### config.mk
export PLATFORM = sky130hd
export DESIGN_NAME = sram_parity_port
export DESIGN_NICKNAME = d
export VERILOG_FILES = /design/src/rtl/sram_par_pkg.sv /design/src/rtl/sram_par_rst_sync.sv /design/src/rtl/sram_par_gen.sv /design/src/rtl/sram_par_chk.sv /design/src/rtl/sram_par_merge.sv /design/src/rtl/sram_parity_port.sv
export SDC_FILE = /design/constraint.sdc
export NUM_CORES = 1
export LEC_CHECK = 0
export BUFFER_PORTS_ARGS = -buffer_cell sky130_fd_sc_hd__buf_2
export CORE_MARGIN = 4
export CORE_UTILIZATION = 44
export CTS_BUF_LIST = sky130_fd_sc_hd__clkbuf_8
export CTS_CLUSTER_SIZE = 28
export DETAILED_ROUTE_END_ITERATION = 8
export GPL_ROUTABILITY_DRIVEN = 0
export PLACE_DENSITY = 0.77
export SLEW_MARGIN = 20
export SYNTH_ARGS = -nofsm -noshare
export SYNTH_HDL_FRONTEND = slang
export SYNTH_SLANG_ARGS = --single-unit
export TNS_END_PERCENT = 50
### constraint.sdc
create_clock -name clk -period 2.55 [get_ports clk]
set_input_delay 0.51 -clock clk [delete_from_list [all_inputs] [get_ports clk]]
set_output_delay 0.51 -clock clk [all_outputs]
set_load 0.05 [all_outputs]
### src/rtl/sram_par_pkg.sv
package sram_par_pkg;
  typedef enum logic [1:0] {
    ST_IDLE = 2'd0,  // waiting for a request
    ST_RD   = 2'd1,  // read data returning, respond
    ST_RMW  = 2'd2,  // old word returning, write merged word, respond
    ST_WR   = 2'd3   // full-word write done, respond
  } port_state_e;
endpackage

### src/rtl/sram_par_rst_sync.sv
module sram_par_rst_sync (
  input  logic clk,
  input  logic rst_n,
  output logic srst_n
);
  logic [1:0] sync_q;

  always_ff @(posedge clk or negedge rst_n) begin
    if (!rst_n) sync_q <= 2'b00;
    else        sync_q <= {sync_q[0], 1'b1};
  end

  assign srst_n = sync_q[1];
endmodule

### src/rtl/sram_par_gen.sv
module sram_par_gen #(
  parameter int LANES = 4
) (
  input  logic [LANES*8-1:0] data,
  output logic [LANES-1:0]   par
);
  for (genvar i = 0; i < LANES; i++) begin : g_lane
    assign par[i] = ^data[i*8 +: 8];
  end
endmodule

### src/rtl/sram_par_chk.sv
module sram_par_chk #(
  parameter int LANES = 4
) (
  input  logic [LANES*8-1:0] data,
  input  logic [LANES-1:0]   par,
  output logic               bad
);
  logic [LANES-1:0] syndrome;

  for (genvar i = 0; i < LANES; i++) begin : g_lane
    assign syndrome[i] = ^{par[i], data[i*8 +: 8]};
  end

  assign bad = |syndrome;
endmodule

### src/rtl/sram_par_merge.sv
module sram_par_merge #(
  parameter int LANES = 4
) (
  input  logic [LANES*8-1:0] old_word,
  input  logic [LANES*8-1:0] new_word,
  input  logic [LANES-1:0]   strb,
  output logic [LANES*8-1:0] merged
);
  for (genvar i = 0; i < LANES; i++) begin : g_lane
    assign merged[i*8 +: 8] = strb[i] ? new_word[i*8 +: 8] : old_word[i*8 +: 8];
  end
endmodule

### src/rtl/sram_parity_port.sv
module sram_parity_port
  import sram_par_pkg::*;
#(
  parameter int ADDR_W = 8,
  parameter int DATA_W = 32
) (
  input  logic                  clk,
  input  logic                  rst_n,
  input  logic                  par_en,
  input  logic                  bus_req,
  input  logic                  bus_write,
  input  logic [ADDR_W-1:0]     bus_addr,
  input  logic [DATA_W/8-1:0]   bus_strb,
  input  logic [DATA_W-1:0]     bus_wdata,
  output logic [DATA_W-1:0]     bus_rdata,
  output logic                  bus_ready,
  output logic                  bus_err,
  output logic                  mem_en,
  output logic                  mem_we,
  output logic [ADDR_W-1:0]     mem_addr,
  output logic [DATA_W-1:0]     mem_wdata,
  output logic [DATA_W/8-1:0]   mem_wpar,
  input  logic [DATA_W-1:0]     mem_rdata,
  input  logic [DATA_W/8-1:0]   mem_rpar
);
  localparam int LANES = DATA_W / 8;

  logic              srst_n;
  port_state_e       state_q, state_d;
  logic [ADDR_W-1:0] addr_q;
  logic [LANES-1:0]  strb_q;
  logic [DATA_W-1:0] wdata_q;
  logic              accept;
  logic              full_word;
  logic              in_rmw;
  logic              rd_bad;
  logic [DATA_W-1:0] merged;
  logic [DATA_W-1:0] wsrc;

  sram_par_rst_sync u_rst (
    .clk    (clk),
    .rst_n  (rst_n),
    .srst_n (srst_n)
  );

  assign accept    = srst_n && (state_q == ST_IDLE) && bus_req;
  assign full_word = &bus_strb;
  assign in_rmw    = (state_q == ST_RMW);

  // next-state process
  always_comb begin
    state_d = ST_IDLE;
    if (accept) begin
      if (!bus_write)     state_d = ST_RD;
      else if (full_word) state_d = ST_WR;
      else                state_d = ST_RMW;
    end
  end

  // state register
  always_ff @(posedge clk or negedge srst_n) begin
    if (!srst_n) state_q <= ST_IDLE;
    else         state_q <= state_d;
  end

  // request capture, enabled on acceptance
  always_ff @(posedge clk or negedge srst_n) begin
    if (!srst_n) begin
      addr_q  <= '0;
      strb_q  <= '0;
      wdata_q <= '0;
    end else if (accept) begin
      addr_q  <= bus_addr;
      strb_q  <= bus_strb;
      wdata_q <= bus_wdata;
    end
  end

  sram_par_merge #(.LANES(LANES)) u_merge (
    .old_word (mem_rdata),
    .new_word (wdata_q),
    .strb     (strb_q),
    .merged   (merged)
  );

  sram_par_chk #(.LANES(LANES)) u_chk (
    .data (mem_rdata),
    .par  (mem_rpar),
    .bad  (rd_bad)
  );

  assign wsrc = in_rmw ? merged : bus_wdata;

  sram_par_gen #(.LANES(LANES)) u_gen (
    .data (wsrc),
    .par  (mem_wpar)
  );

  // memory side: issue in the acceptance cycle, merged write in the RMW cycle
  assign mem_en    = accept || in_rmw;
  assign mem_we    = in_rmw || (accept && bus_write && full_word);
  assign mem_addr  = in_rmw ? addr_q : bus_addr;
  assign mem_wdata = wsrc;

  // bus response
  assign bus_ready = (state_q != ST_IDLE);
  assign bus_err   = par_en && rd_bad && ((state_q == ST_RD) || in_rmw);
  assign bus_rdata = mem_rdata;
endmodule

After elaboration in Yosys (flattened, before gate mapping)
Cells that the tools add are included.
{"block": "word_totals", "reg_bits": 48, "input_bits": 85, "out_inout_bits": 80, "elab_cells": 37}
{"block": "op_classes", "eq_ne": 2, "muxes": 9, "reduce_logical": 21}
{"cell": "$mux W8", "n": 5}
{"cell": "$reduce_xor A9 Y1", "n": 4}
{"cell": "$mux W32", "n": 1}
{"cell": "$reduce_xor A8 Y1", "n": 4}
{"cell": "$logic_and A1 B1 Y1", "n": 6}
{"cell": "$mux W2", "n": 2}
{"cell": "$reduce_and A4 Y1", "n": 1}
{"cell": "$reduce_or A4 Y1", "n": 1}
{"cell": "$logic_or A1 B1 Y1", "n": 3}
{"cell": "$eq A2 B1 Y1 const B", "n": 1}
{"cell": "$eq A2 B2 Y1 const B", "n": 1}
{"cell": "$logic_not A2 Y1", "n": 1}
{"cell": "$reduce_bool A2 Y1", "n": 1}
{"cell": "$mux W1", "n": 1}

Logic depth before layout (Yosys ltp)
Gate-level depths: netlist of the first run.
{"block": "depth", "depth_word": 6, "ltp_mapped": 9}

Modules after synthesis
A second synthesis of the first run with hierarchy kept.
{"block": "hier_totals", "hier_cells": 282, "hier_area_um2": 3682.3}
{"module": "sram_parity_port", "n_inst": 1, "cells_per_inst": 186, "area_each_um2": 2551.2, "seq_area_each_um2": 1151.1}
{"module": "sram_par_merge", "n_inst": 1, "cells_per_inst": 36, "area_each_um2": 525.5, "seq_area_each_um2": 0.0}
{"module": "sram_par_chk", "n_inst": 1, "cells_per_inst": 29, "area_each_um2": 306.5, "seq_area_each_um2": 0.0}
{"module": "sram_par_gen", "n_inst": 1, "cells_per_inst": 28, "area_each_um2": 245.2, "seq_area_each_um2": 0.0}
{"module": "sram_par_rst_sync", "n_inst": 1, "cells_per_inst": 3, "area_each_um2": 53.8, "seq_area_each_um2": 50.0}

Worst setup path after synthesis of the first run
No wires, ideal clock.
{"block": "synth_timing", "path_kind": "flip-flop to output port", "startpoint": "register u_rst.sync_q[1]", "endpoint": "output mem_we", "t_arrival_ns": 3.204, "slack_ns": -1.164, "stages_incl_launch_ff": 5, "n_path_buf": 2, "cell_sequence": "dfrtp_1 > nand3_1 > buf_2 > buf_2 > o31ai_1"}
{"block": "synth_via", "elab_chain_cells": 5}
{"element": "start: declaration", "line": "sram_par_rst_sync.sv:6", "rtl": "logic [1:0] sync_q;"}
{"element": "start signal: assignment", "line": "sram_par_rst_sync.sv:10", "rtl": "else sync_q <= {sync_q[0], 1'b1};"}
{"element": "$logic_and A1 B1 Y1 (2 in series)", "line": "sram_parity_port.sv:46", "rtl": "assign accept = srst_n && (state_q == ST_IDLE) && bus_req;"}
{"element": "$logic_and A1 B1 Y1 (2 in series)", "line": "sram_parity_port.sv:101", "rtl": "assign mem_we = in_rmw || (accept && bus_write && full_word);"}
{"element": "$logic_or A1 B1 Y1", "line": "sram_parity_port.sv:101"}
{"element": "end: declaration", "line": "sram_parity_port.sv:19", "rtl": "output logic mem_we,"}
Every way passes these cells.

Final worst setup path of the first run
{"block": "layout_timing", "startpoint": "register state_q[0]", "endpoint": "output mem_wpar[1]"}
{"block": "layout_via", "elab_chain_cells": 3}
{"element": "start: declaration", "line": "sram_parity_port.sv:29", "rtl": "port_state_e state_q, state_d;"}
{"element": "start signal: assignment", "line": "sram_parity_port.sv:63", "rtl": "else state_q <= state_d;"}
{"element": "$eq A2 B2 Y1", "line": "sram_parity_port.sv:48", "rtl": "assign in_rmw = (state_q == ST_RMW);"}
{"element": "$mux W32", "line": "sram_parity_port.sv:92", "rtl": "assign wsrc = in_rmw ? merged : bus_wdata;"}
{"element": "$reduce_xor A8 Y1", "line": "sram_par_gen.sv:8", "rtl": "assign par[i] = ^data[i*8 +: 8];"}
{"element": "end: declaration", "line": "sram_parity_port.sv:22", "rtl": "output logic [DATA_W/8-1:0] mem_wpar,"}
Every way passes these cells.

==> metrics.md, run 1 <==
| Metric | Value |
|---|---|
| Status | complete, but fails checks |
| Failing checks | negative setup slack |
| Die Height | 97.3 um |
| Clk_lat worst skew | 0.30 ns |
| All-Layer GR Usage | 18.9% |
| Drt wl/cell | 16.0 um |
| #FFs+latches synth | 48 |
| CTS H-tree lvls | 2 |
| Yosys cell types | 23 |
| Sw Ratio | 41.8% |
| Cells after Synth | 321 |
| Antenna cells | 0 |
| Sw power | 0.00131 W |
| DRC violation total after the first TritonRoute iteration | 72 |
| Vias in the first global route | 2903 |
| Relative slew slack | 59.4% |
| Share of layout cells above drive strength 1 | 66.5% |
| M1 GR Usage | 23.7% |
| Synth Warn # | 0 |
| Syn-to-layout area delta | 39.1% |
| Initial antenna violation count | 0 |
| Worst Clk Skew | 0.00720 ns |
| CP required | 2.04 ns |
| Final WL | 9.07 mm |
| Max Transition Viols Final | 0 |
| Starting Density | 45.4% |
| Site Rows | 32 |
| Dpl hpwl | 6.72 mm |
| Reg2reg start | state_q[0] |
| Sequential Power Share | 32.1% |
| Critical path type | flop to output port |
| Clk sinks | 48 |
| I/O Buffers | 164 |
| Synth Net Count | 408 |
| Hold WS | 0.359 ns |
| Design Area, Final | 4880 um2 |
| Fin Setup TNS | -0.272 ns |
| EDFF count, synth | 0 |
| CTS tree | done |
| Max Fanout on Critical Path | 9 |
| Worst Setup Start Kind | flop |
| Slack of the critical path | -0.0883 ns |
| Crit. End Element | output port |
| Area leader, netlist | dfrtp_1 |
| Met2 GRT Util | 33.0% |
| Top cells by area, synth | dfrtp_1 (34%), mux2_2 (17%), xnor2_1 (13%) |
| Pwr per Cell Area | 644 nW/um2 |
| I/O pin count | 165 |
| First-pass GRT wire length | 14.7 mm |
| Endpoints failing setup | 4 |
| Clock tree root driver cell | clkbuf_8 |
| CTS buffer count | 5 |
| WP data arrival | 2.13 ns |
| Clock power share | 17.8% |
| M3 GR Usage | 5.31% |
| Via Count | 2771 |
| Cell-internal power | 0.00183 W |
| Final hold violations | 0 |
| Final cell count without fillers | 565 |
| Sequential area share after synthesis | 34.2% |
| Core ar. | 7730 um2 |
| Peak supply drop | 0.470 mV |
| Clock Tree Buf Depth | 2 |
| Hold Startpoint | u_rst.sync_q[0] |
| Pin count of the biggest net entering global routing | 47 |
| Remaining global-route overflow | 0 |
| Tightest Pin Transition | 0.609 ns |
| Yosys top cell area share | 34.2% |
| Max Fclk | 0.379 GHz |
| Final period utilization | 103% |
| Max-cap viol count | 0 |
| Worst-path clk slew | 0.10 ns |
| Leak pwr | 2.27 nW |
| Grt peak-use layer | met2 |
| Area post-placement | 4450 um2 |
| Mapped cell area | 3510 um2 |
| Ys flop type | dfrtp_1 |
| Worst min-delay path category | flop to flop |
| Vias per cell | 4.90 |
| Min Tclk post-route | 2.64 ns |
| Final ANT Viol Nets | 0 |
| Ys async rst share | 100% |
| Tot Pwr | 0.00314 W |
| Chip width | 97.3 um |
| Avg Cell Area, Syn | 10.9 um2 |
| Top post-synthesis cells by count | mux2_2 (52), xnor2_1 (52), dfrtp_1 (48) |
| Crit path launch | state_q[0] |
| Pre-antenna DRT Iters | 4 |
| Logic pwr share | 50.1% |
| Die Area | 9470 um2 |
| RSZ-0062 raised after global routing | yes |
| DRC Markers | 0 |
| NumNets Final | 549 |
| Placed Instances | 547 |
==> sequential cells by signal, summed over array words and instances, names as in the netlist <==
name / flops
wdata_q: 32
addr_q: 8
strb_q: 4
state_q: 2
u_rst.sync_q: 2
==> power groups by stage <==
stage               Sequential (W)  Combinational [W]  Clock [W]
floorplan                 0.000964            0.00124          0
global placement           0.00101            0.00142          0
detailed placement         0.00102            0.00145          0
CTS                        0.00101            0.00158   0.000578
global route               0.00103            0.00166   0.000605
finish                     0.00101            0.00157   0.000561
==> worst paths after layout <==
check / end / slack, ns / depth (start not counted)
hold / removal: u_rst.sync_q[1] / 0.36 / 0
setup / recovery: mem_wpar[1] / -0.09 / 9
min in group asynchronous: state_q[0] / 0.39 / 1
max in group asynchronous: strb_q[3] / 1.71 / 1
setup reg to reg: wdata_q[16] / 0.38 / 8
hold reg to reg: u_rst.sync_q[1] / 0.36 / 0
==> cell usage in the layout, fill, tap and decap left out, types with 2 or more instances in the layout <==
master	n
a21oi_4	25
xor2_1	5
nor2_2	4
nor2_1	27
clkbuf_8	5
xnor2_2	15
buf_12	6
mux2_2	52
inv_1	4
buf_4	7
dfrtp_1	43
nor2_4	2
dfrtp_2	5
buf_6	9
buf_2	158
nand2_1	2
buf_16	2
xnor2_1	37
mux2i_1	31
xor2_2	3
a21oi_2	7
==> worst max-delay path, stage by stage, from the launching register on <==
cell,delay [ns]
dfrtp_1,0.38
inv_2,0.08
ha_4,0.27
buf_12,0.18
nor2_1,0.07
a21oi_4,0.12
xor2_1,0.18
xnor2_1,0.19
xnor2_2,0.16
buf_6,0.18
==> per-layer routing <==
| metal | up-vias | share of wire [%] |
|---|---|---|
| met1 | 1339 | 42 |
| met5 | - | 0 |
| met4 | 0 | 0.67 |
| li1 | 1329 | - |
| met3 | 6 | 7.3 |
| met2 | 97 | 50 |
==> cell families (layout without fill, tap and decap cells) <==
family                     Yosys count  count (layout)  synth area share, %
AOI/OAI and AO/OA                   35              35                 8.81
xor gates and xnor gates            60              60                 15.2
adders and majority gates            2               2                0.713
buffers and inverters               54             196                 11.0
DFF                                 48              48                 34.2
muxes                               84              84                 25.9
other                                1               1                0.107
and+or+nand+nor                     37              37                 4.06
==> timing repair <==
action	in CTS	in global routing
cloned	4	0
pin swaps	13	8
setup buffers	4	3
gates resized for setup	34	12
hold endpoints to repair	2	0
setup endpoints to repair	4	12
hold buffers	1	0
==> layout make-up <==
class,instances,area [um2]
Fill cell,646,2850
Inverter,5,18.8
Tap cell,102,128
Clock inverter,3,42.5
Sequential cell,48,1210
Multi-Input combinational cell,219,2290
Clock buffer,5,68.8
Timing Repair Buffer,183,1130
==> through the flow <==
step	utilization, %	setup slack, ns
floorplan	-	-0.209
global placement	57.6	0.132
detailed placement	57.6	0.0786
CTS	63.1	-0.111
global route	63.2	-0.202
finish	63.2	-0.0883
No activity file was read; power rests on OpenSTA's default activity.
==> run 2: changes to the inputs <==
--- a/config.mk
+++ b/config.mk
@@ -5,14 +5,14 @@
 export SDC_FILE = /design/constraint.sdc
 export NUM_CORES = 1
 export LEC_CHECK = 0
-export BUFFER_PORTS_ARGS = -buffer_cell sky130_fd_sc_hd__buf_2
 export CORE_MARGIN = 4
-export CORE_UTILIZATION = 44
+export CORE_UTILIZATION = 45
 export CTS_BUF_LIST = sky130_fd_sc_hd__clkbuf_8
 export CTS_CLUSTER_SIZE = 28
 export DETAILED_ROUTE_END_ITERATION = 8
+export DONT_BUFFER_PORTS = 1
 export GPL_ROUTABILITY_DRIVEN = 0
-export PLACE_DENSITY = 0.77
+export PLACE_DENSITY = 0.6
 export SLEW_MARGIN = 20
 export SYNTH_ARGS = -nofsm -noshare
 export SYNTH_HDL_FRONTEND = slang
==> run 2 against run 1 <==
Compared with the run above: the flow still finishes with violations (negative setup slack); total power fell by 6.7%; register-to-register slack gained 0.62 ns; worst setup slack got worse by 0.0034 ns.
==> metrics.md, run 2 (synthesized netlist as in run 1, its figures left out) <==
| Metric | Value |
|---|---|
| Leak pwr | 1.79 nW |
| Via Count | 2280 |
| Max Fanout on Critical Path | 12 |
| R2R depth | 5 |
| Multi-input gate area | 2300 um2 |
| Number of fill cells in the layout | 637 |
| Clock Tree Buf Depth | 2 |
| Tightest Pin Transition | 0.610 ns |
| CTS tree | done |
| Starting Density | 47.4% |
| Dpl hpwl | 5.93 mm |
| Sw power | 0.00115 W |
| Sequential Power Share | 34.3% |
| Antenna cells | 0 |
| Vias per cell | 5.27 |
| DRC violation total after the first TritonRoute iteration | 33 |
| NumNets Final | 420 |
| Commonest non-fill, non-tap cell in the layout | mux2_2 |
| Critical path type | flop to output port |
| RSZ-0062 raised after global routing | yes |
| Die Area | 9280 um2 |
| Clock power share | 16.1% |
| FF+latch area | 1210 um2 |
| CP max stage cell | dfrtp_1 |
| Worst min-delay path category | input port to flop |
| CTS buffer count | 5 |
| Crit. End Element | output port |
| Hold Startpoint | bus_write |
| Failing checks | negative setup slack |
| Sw Ratio | 39.1% |
| Worst-path clk slew | 0.08 ns |
| Remaining global-route overflow | 0 |
| Min Tclk post-route | 2.64 ns |
| Worst Setup Start Kind | flop |
| Final WL | 7.89 mm |
| Final period utilization | 104% |
| Relative slew slack | 59.3% |
| Cell mode on critical path | xnor2_2 |
| Chip width | 96.3 um |
| I/O pin count | 165 |
| Flip-flop count of the largest register after layout | 32 |
| Max Fclk | 0.379 GHz |
| WP data arrival | 2.13 ns |
| CP required | 2.04 ns |
| Biggest regs | wdata_q x32, addr_q x8, strb_q x4 |
| Die Height | 96.3 um |
| DRC Markers | 0 |
| Clk_lat worst skew | 0.30 ns |
| Hold path cells | 1 |
| Slack of the critical path | -0.0917 ns |
| Most frequent cells in the layout | mux2_2 (52), dfrtp_1 (43), buf_4 (40), xnor2_1 (38), mux2i_1 (31) |
| Clock tree root driver cell | clkbuf_8 |
| Share of layout cells above drive strength 1 | 55.4% |
| Final ANT Viol Nets | 0 |
| Cell chain of the critical path | inv_2 > ha_4 > buf_4 > buf_16 > a21oi_4 > xor2_2 > xnor2_2 > xnor2_2 > buf_12 |
| All-Layer GR Usage | 16.9% |
| Crit path largest cell delay | 0.38 ns |
| Final hold violations | 0 |
| Clk sinks | 48 |
| Initial antenna violation count | 0 |
| Pwr per Cell Area | 675 nW/um2 |
| Endpoints failing setup | 4 |
| Status | complete, but fails checks |
| Pin count of the biggest net entering global routing | 47 |
| Peak supply drop | 0.299 mV |
| Setup WS pre-CTS | 0.159 ns |
| R2R Path End | wdata_q[16] |
| Register-to-register setup slack | 1.00 ns |
| Worst Clk Skew | 0.00770 ns |
| Logic pwr share | 49.6% |
| Cell-internal power | 0.00179 W |
| Final Util | 58.6% |
| Worst hold path endpoint | state_q[0] |
| Max-cap viol count | 0 |
| Site Rows | 31 |
| Pre-antenna DRT Iters | 4 |
| Syn-to-layout area delta | 23.7% |
| Core ar. | 7410 um2 |
| Reg2reg start | state_q[1] |
| Vias in the first global route | 2282 |
| Drt wl/cell | 18.2 um |
| CTS H-tree lvls | 2 |
| Max Transition Viols Final | 0 |
| Hold WS | 0.293 ns |
| First-pass GRT wire length | 11.9 mm |
| I/O Buffers | 0 |
| Largest register by flop count | wdata_q |
## run 2: layer usage
layer | vias to the layer above | track usage [%] | routed length [um]
met1 | 1115 | 19.7 | 3060
met4 | 0 | 4.32 | 71
li1 | 1073 | - | -
met3 | 8 | 6.65 | 741
met5 | - | 0 | 0
met2 | 84 | 28.9 | 4010
## run 2: repair_timing
| action | in CTS | in global routing |
|---|---|---|
| resized for setup | 27 | 14 |
| hold endpoints to repair | 2 | 0 |
| hold buffers | 1 | 0 |
| gates cloned | 2 | 1 |
| pin swaps | 2 | 4 |
| buffers inserted | 1 | 2 |
| setup endpoints to repair | 4 | 4 |
## run 2: area by class of cell
| type | count | share of cell area [%] |
|---|---|---|
| flip-flops and latches | 48 | 27.8 |
| clock inverters | 2 | 0.173 |
| repair buffers | 54 | 13.8 |
| multi-input cells | 219 | 53.1 |
| well taps | 99 | 2.85 |
| inverters | 5 | 0.432 |
| clock buffers | 6 | 1.90 |
## run 2: worst max-delay path: cells and delay by family (launching register included)
family / cells / cell delay [ns]
compound gates: 1 / 0.07
xor+xnor: 3 / 0.55
fa+ha+maj: 1 / 0.27
buf+inv: 4 / 0.56
flops: 1 / 0.38
## run 2: per-stage QoR
step | total power [W] | TNS (ns) | cells | area, um2
after floorplan | 0.00221 | -0.651 | 321 | 3780
after global routing | 0.00308 | -0.792 | 433 | 4340
after CTS | 0.00293 | -0.364 | 430 | 4220
after detailed placement | 0.00242 | 0 | 418 | 3970
after global placement | 0.00240 | 0 | 418 | 3970
final | 0.00293 | -0.318 | 433 | 4340
## run 2: how the worst max path moves through the flow
stage               start     endpoint  slack [ns]  depth (start not counted)
3_3_place_gp    strb_q[2]  mem_wpar[2]        0.19                          6
5_1_grt        state_q[1]  mem_wpar[1]       -0.21                          8
2_1_floorplan  state_q[1]  mem_wpar[0]       -0.21                          7
3_5_place_dp   state_q[0]  mem_wpar[3]        0.16                          9
4_1_cts        state_q[0]  mem_wpar[3]       -0.10                          9
6_report       state_q[0]  mem_wpar[0]       -0.09                          9
## run 2: power groups by stage
stage               logic [W]  clock network, W  registers (W)
floorplan             0.00124                 0       0.000964
global placement      0.00139                 0        0.00101
detailed placement    0.00140                 0        0.00102
CTS                   0.00144          0.000490        0.00101
global route          0.00153          0.000522        0.00102
finish                0.00145          0.000471        0.00101
==> run 3: changes to the inputs <==
--- a/config.mk
+++ b/config.mk
@@ -6,13 +6,13 @@
 export NUM_CORES = 1
 export LEC_CHECK = 0
 export CORE_MARGIN = 4
-export CORE_UTILIZATION = 45
+export CORE_UTILIZATION = 50
 export CTS_BUF_LIST = sky130_fd_sc_hd__clkbuf_8
 export CTS_CLUSTER_SIZE = 28
 export DETAILED_ROUTE_END_ITERATION = 8
 export DONT_BUFFER_PORTS = 1
 export GPL_ROUTABILITY_DRIVEN = 0
-export PLACE_DENSITY = 0.6
+export PLACE_DENSITY = 0.66
 export SLEW_MARGIN = 20
 export SYNTH_ARGS = -nofsm -noshare
 export SYNTH_HDL_FRONTEND = slang
==> run 3 against run 2 <==
Compared with the run above: the flow still finishes with violations (negative setup slack); critical path depth is the same; routed wire length is 3.5% higher; cell area grew 2.2%; clock skew down 0.0011 ns; register-to-register slack got worse by 0.33 ns; critical endpoint is now mem_wpar[1]; largest cell class unchanged.
==> metrics.md, run 3 (synthesized netlist as in run 1, its figures left out) <==
| Metric | Value |
|---|---|
| Status | complete, but fails checks |
| Failing checks | negative setup slack |
| DRC Markers | 0 |
| Most frequent cells in the layout | mux2_2 (52), buf_4 (46), dfrtp_1 (43), xnor2_1 (34), mux2i_1 (31) |
| Max Fanout on Critical Path | 9 |
| Max-cap viol count | 0 |
| Design Area, Final | 4440 um2 |
| Syn-to-layout area delta | 26.5% |
| DRC violation total after the first TritonRoute iteration | 30 |
| First-pass GRT wire length | 13.2 mm |
| CTS H-tree lvls | 2 |
| Clk sinks | 48 |
| Peak supply drop | 0.464 mV |
| Max Fclk | 0.379 GHz |
| Tot Pwr | 0.00304 W |
| R2R depth | 6 |
| Hold path cells | 1 |
| Initial antenna violation count | 0 |
| Vias per cell | 5.28 |
| Worst-path clk slew | 0.09 ns |
| Flip-flop count of the largest register after layout | 32 |
| Hold Startpoint | bus_write |
| Slack of the critical path | -0.0854 ns |
| Critical path type | flop to output port |
| Area post-placement | 3970 um2 |
| Worst hold path endpoint | state_q[0] |
| Reg2reg start | state_q[0] |
| Min Tclk post-route | 2.64 ns |
| All-Layer GR Usage | 19.7% |
| Core ar. | 6790 um2 |
| Pin count of the biggest net entering global routing | 47 |
| Starting Density | 51.7% |
| Drt wl/cell | 18.7 um |
| Chip width | 91.8 um |
| Share of layout cells above drive strength 1 | 56.1% |
| Pre-antenna DRT Iters | 2 |
| Antenna cells | 0 |
| Final ANT Viol Nets | 0 |
| Biggest regs | wdata_q x32, addr_q x8, strb_q x4 |
| Clock tree root driver cell | clkbuf_8 |
| Final WL | 8.17 mm |
| Clock Tree Buf Depth | 2 |
| Clk_lat worst skew | 0.30 ns |
| CTS tree | done |
| R2R Path End | wdata_q[3] |
| WP data arrival | 2.13 ns |
| Die Height | 91.8 um |
| Die Area | 8420 um2 |
| Via Count | 2313 |
| Remaining global-route overflow | 0 |
| Max Transition Viols Final | 0 |
| Site Rows | 30 |
| I/O Buffers | 0 |
| Worst Setup Start Kind | flop |
| Largest register by flop count | wdata_q |
| Endpoints failing setup | 4 |
| Relative slew slack | 59.6% |
| Worst min-delay path category | input port to flop |
| CP required | 2.04 ns |
| Setup WS pre-CTS | 0.160 ns |
| Vias in the first global route | 2527 |
| Pwr per Cell Area | 684 nW/um2 |
| Hold WS | 0.290 ns |
| Commonest non-fill, non-tap cell in the layout | mux2_2 |
| Tightest Pin Transition | 0.607 ns |
| Crit. End Element | output port |
| Leak pwr | 1.86 nW |
| Final period utilization | 103% |
| Dpl hpwl | 5.82 mm |
| CTS buffer count | 5 |
| Worst Clk Skew | 0.00656 ns |
| RSZ-0062 raised after global routing | yes |
| I/O pin count | 165 |
| Register-to-register setup slack | 0.67 ns |
| Final hold violations | 0 |
| NumNets Final | 428 |
run 3: cell count changes in the layout (fill, tap and decap cells not counted), sizes merged:
cell / delta
inv: -1
clkinv: +1
clkbuf: -2
bufinv: +1
buf: +9
run 3: critical path, cell delays in order, from the launching register on:
cell and delay (ns):
dfrtp_1 0.38, inv_2 0.08, ha_4 0.25, buf_12 0.14, buf_16 0.14, a21oi_4 0.07, xor2_1 0.17, xnor2_1 0.25
xnor2_2 0.17, buf_12 0.16
run 3: layout make-up:
cell class	instances	area, um2
Clock buffer	5	68.8
Clock inverter	3	38.8
Fill cell	554	2350
Inverter	5	18.8
Multi-Input combinational cell	219	2310
Sequential cell	48	1210
Tap cell	96	120
Timing Repair Buffer	62	671
run 3: power by group:
group,switching [W],internal [W]
Clock,0.000257,0.000288
Combinational,0.000798,0.000692
Sequential,0.000107,0.000897
Total,0.00116,0.00188
run 3: how the worst max path moves through the flow:
stage          slack (ns)  startpoint          end  cells after the start
2_1_floorplan       -0.21  state_q[1]  mem_wpar[0]                      7
3_3_place_gp         0.21   strb_q[1]  mem_wpar[1]                      6
3_5_place_dp         0.16  state_q[0]  mem_wpar[1]                      9
4_1_cts             -0.13  state_q[0]  mem_wpar[3]                      9
5_1_grt             -0.17  state_q[0]  mem_wpar[1]                     10
6_report            -0.09  state_q[0]  mem_wpar[1]                      9
run 3: stage by stage:
stage               setup TNS, ns  std cells  utilization [%]
CTS                        -0.456        436             64.9
finish                     -0.272        438             65.3
floorplan                  -0.651        321                -
global route               -0.648        438             65.3
global placement                0        414             58.5
detailed placement              0        414             58.5
run 3: per-layer routing:
metal	up-vias	global-route usage, %	wire length (um)
met2	93	33.9	4120
met3	9	7.05	746
met4	0	4.58	95
met1	1129	23.4	3210
li1	1082	-	-
met5	-	0	0
run 3: timing repair:
action                                  CTS  global route
buffers inserted                         10             3
endpoints found under the setup margin    4             4
pin swaps                                 8             6
hold buffers                              1             0
gates resized for setup                  25             7
cloned                                    3             0
hold endpoints to repair                  2             0
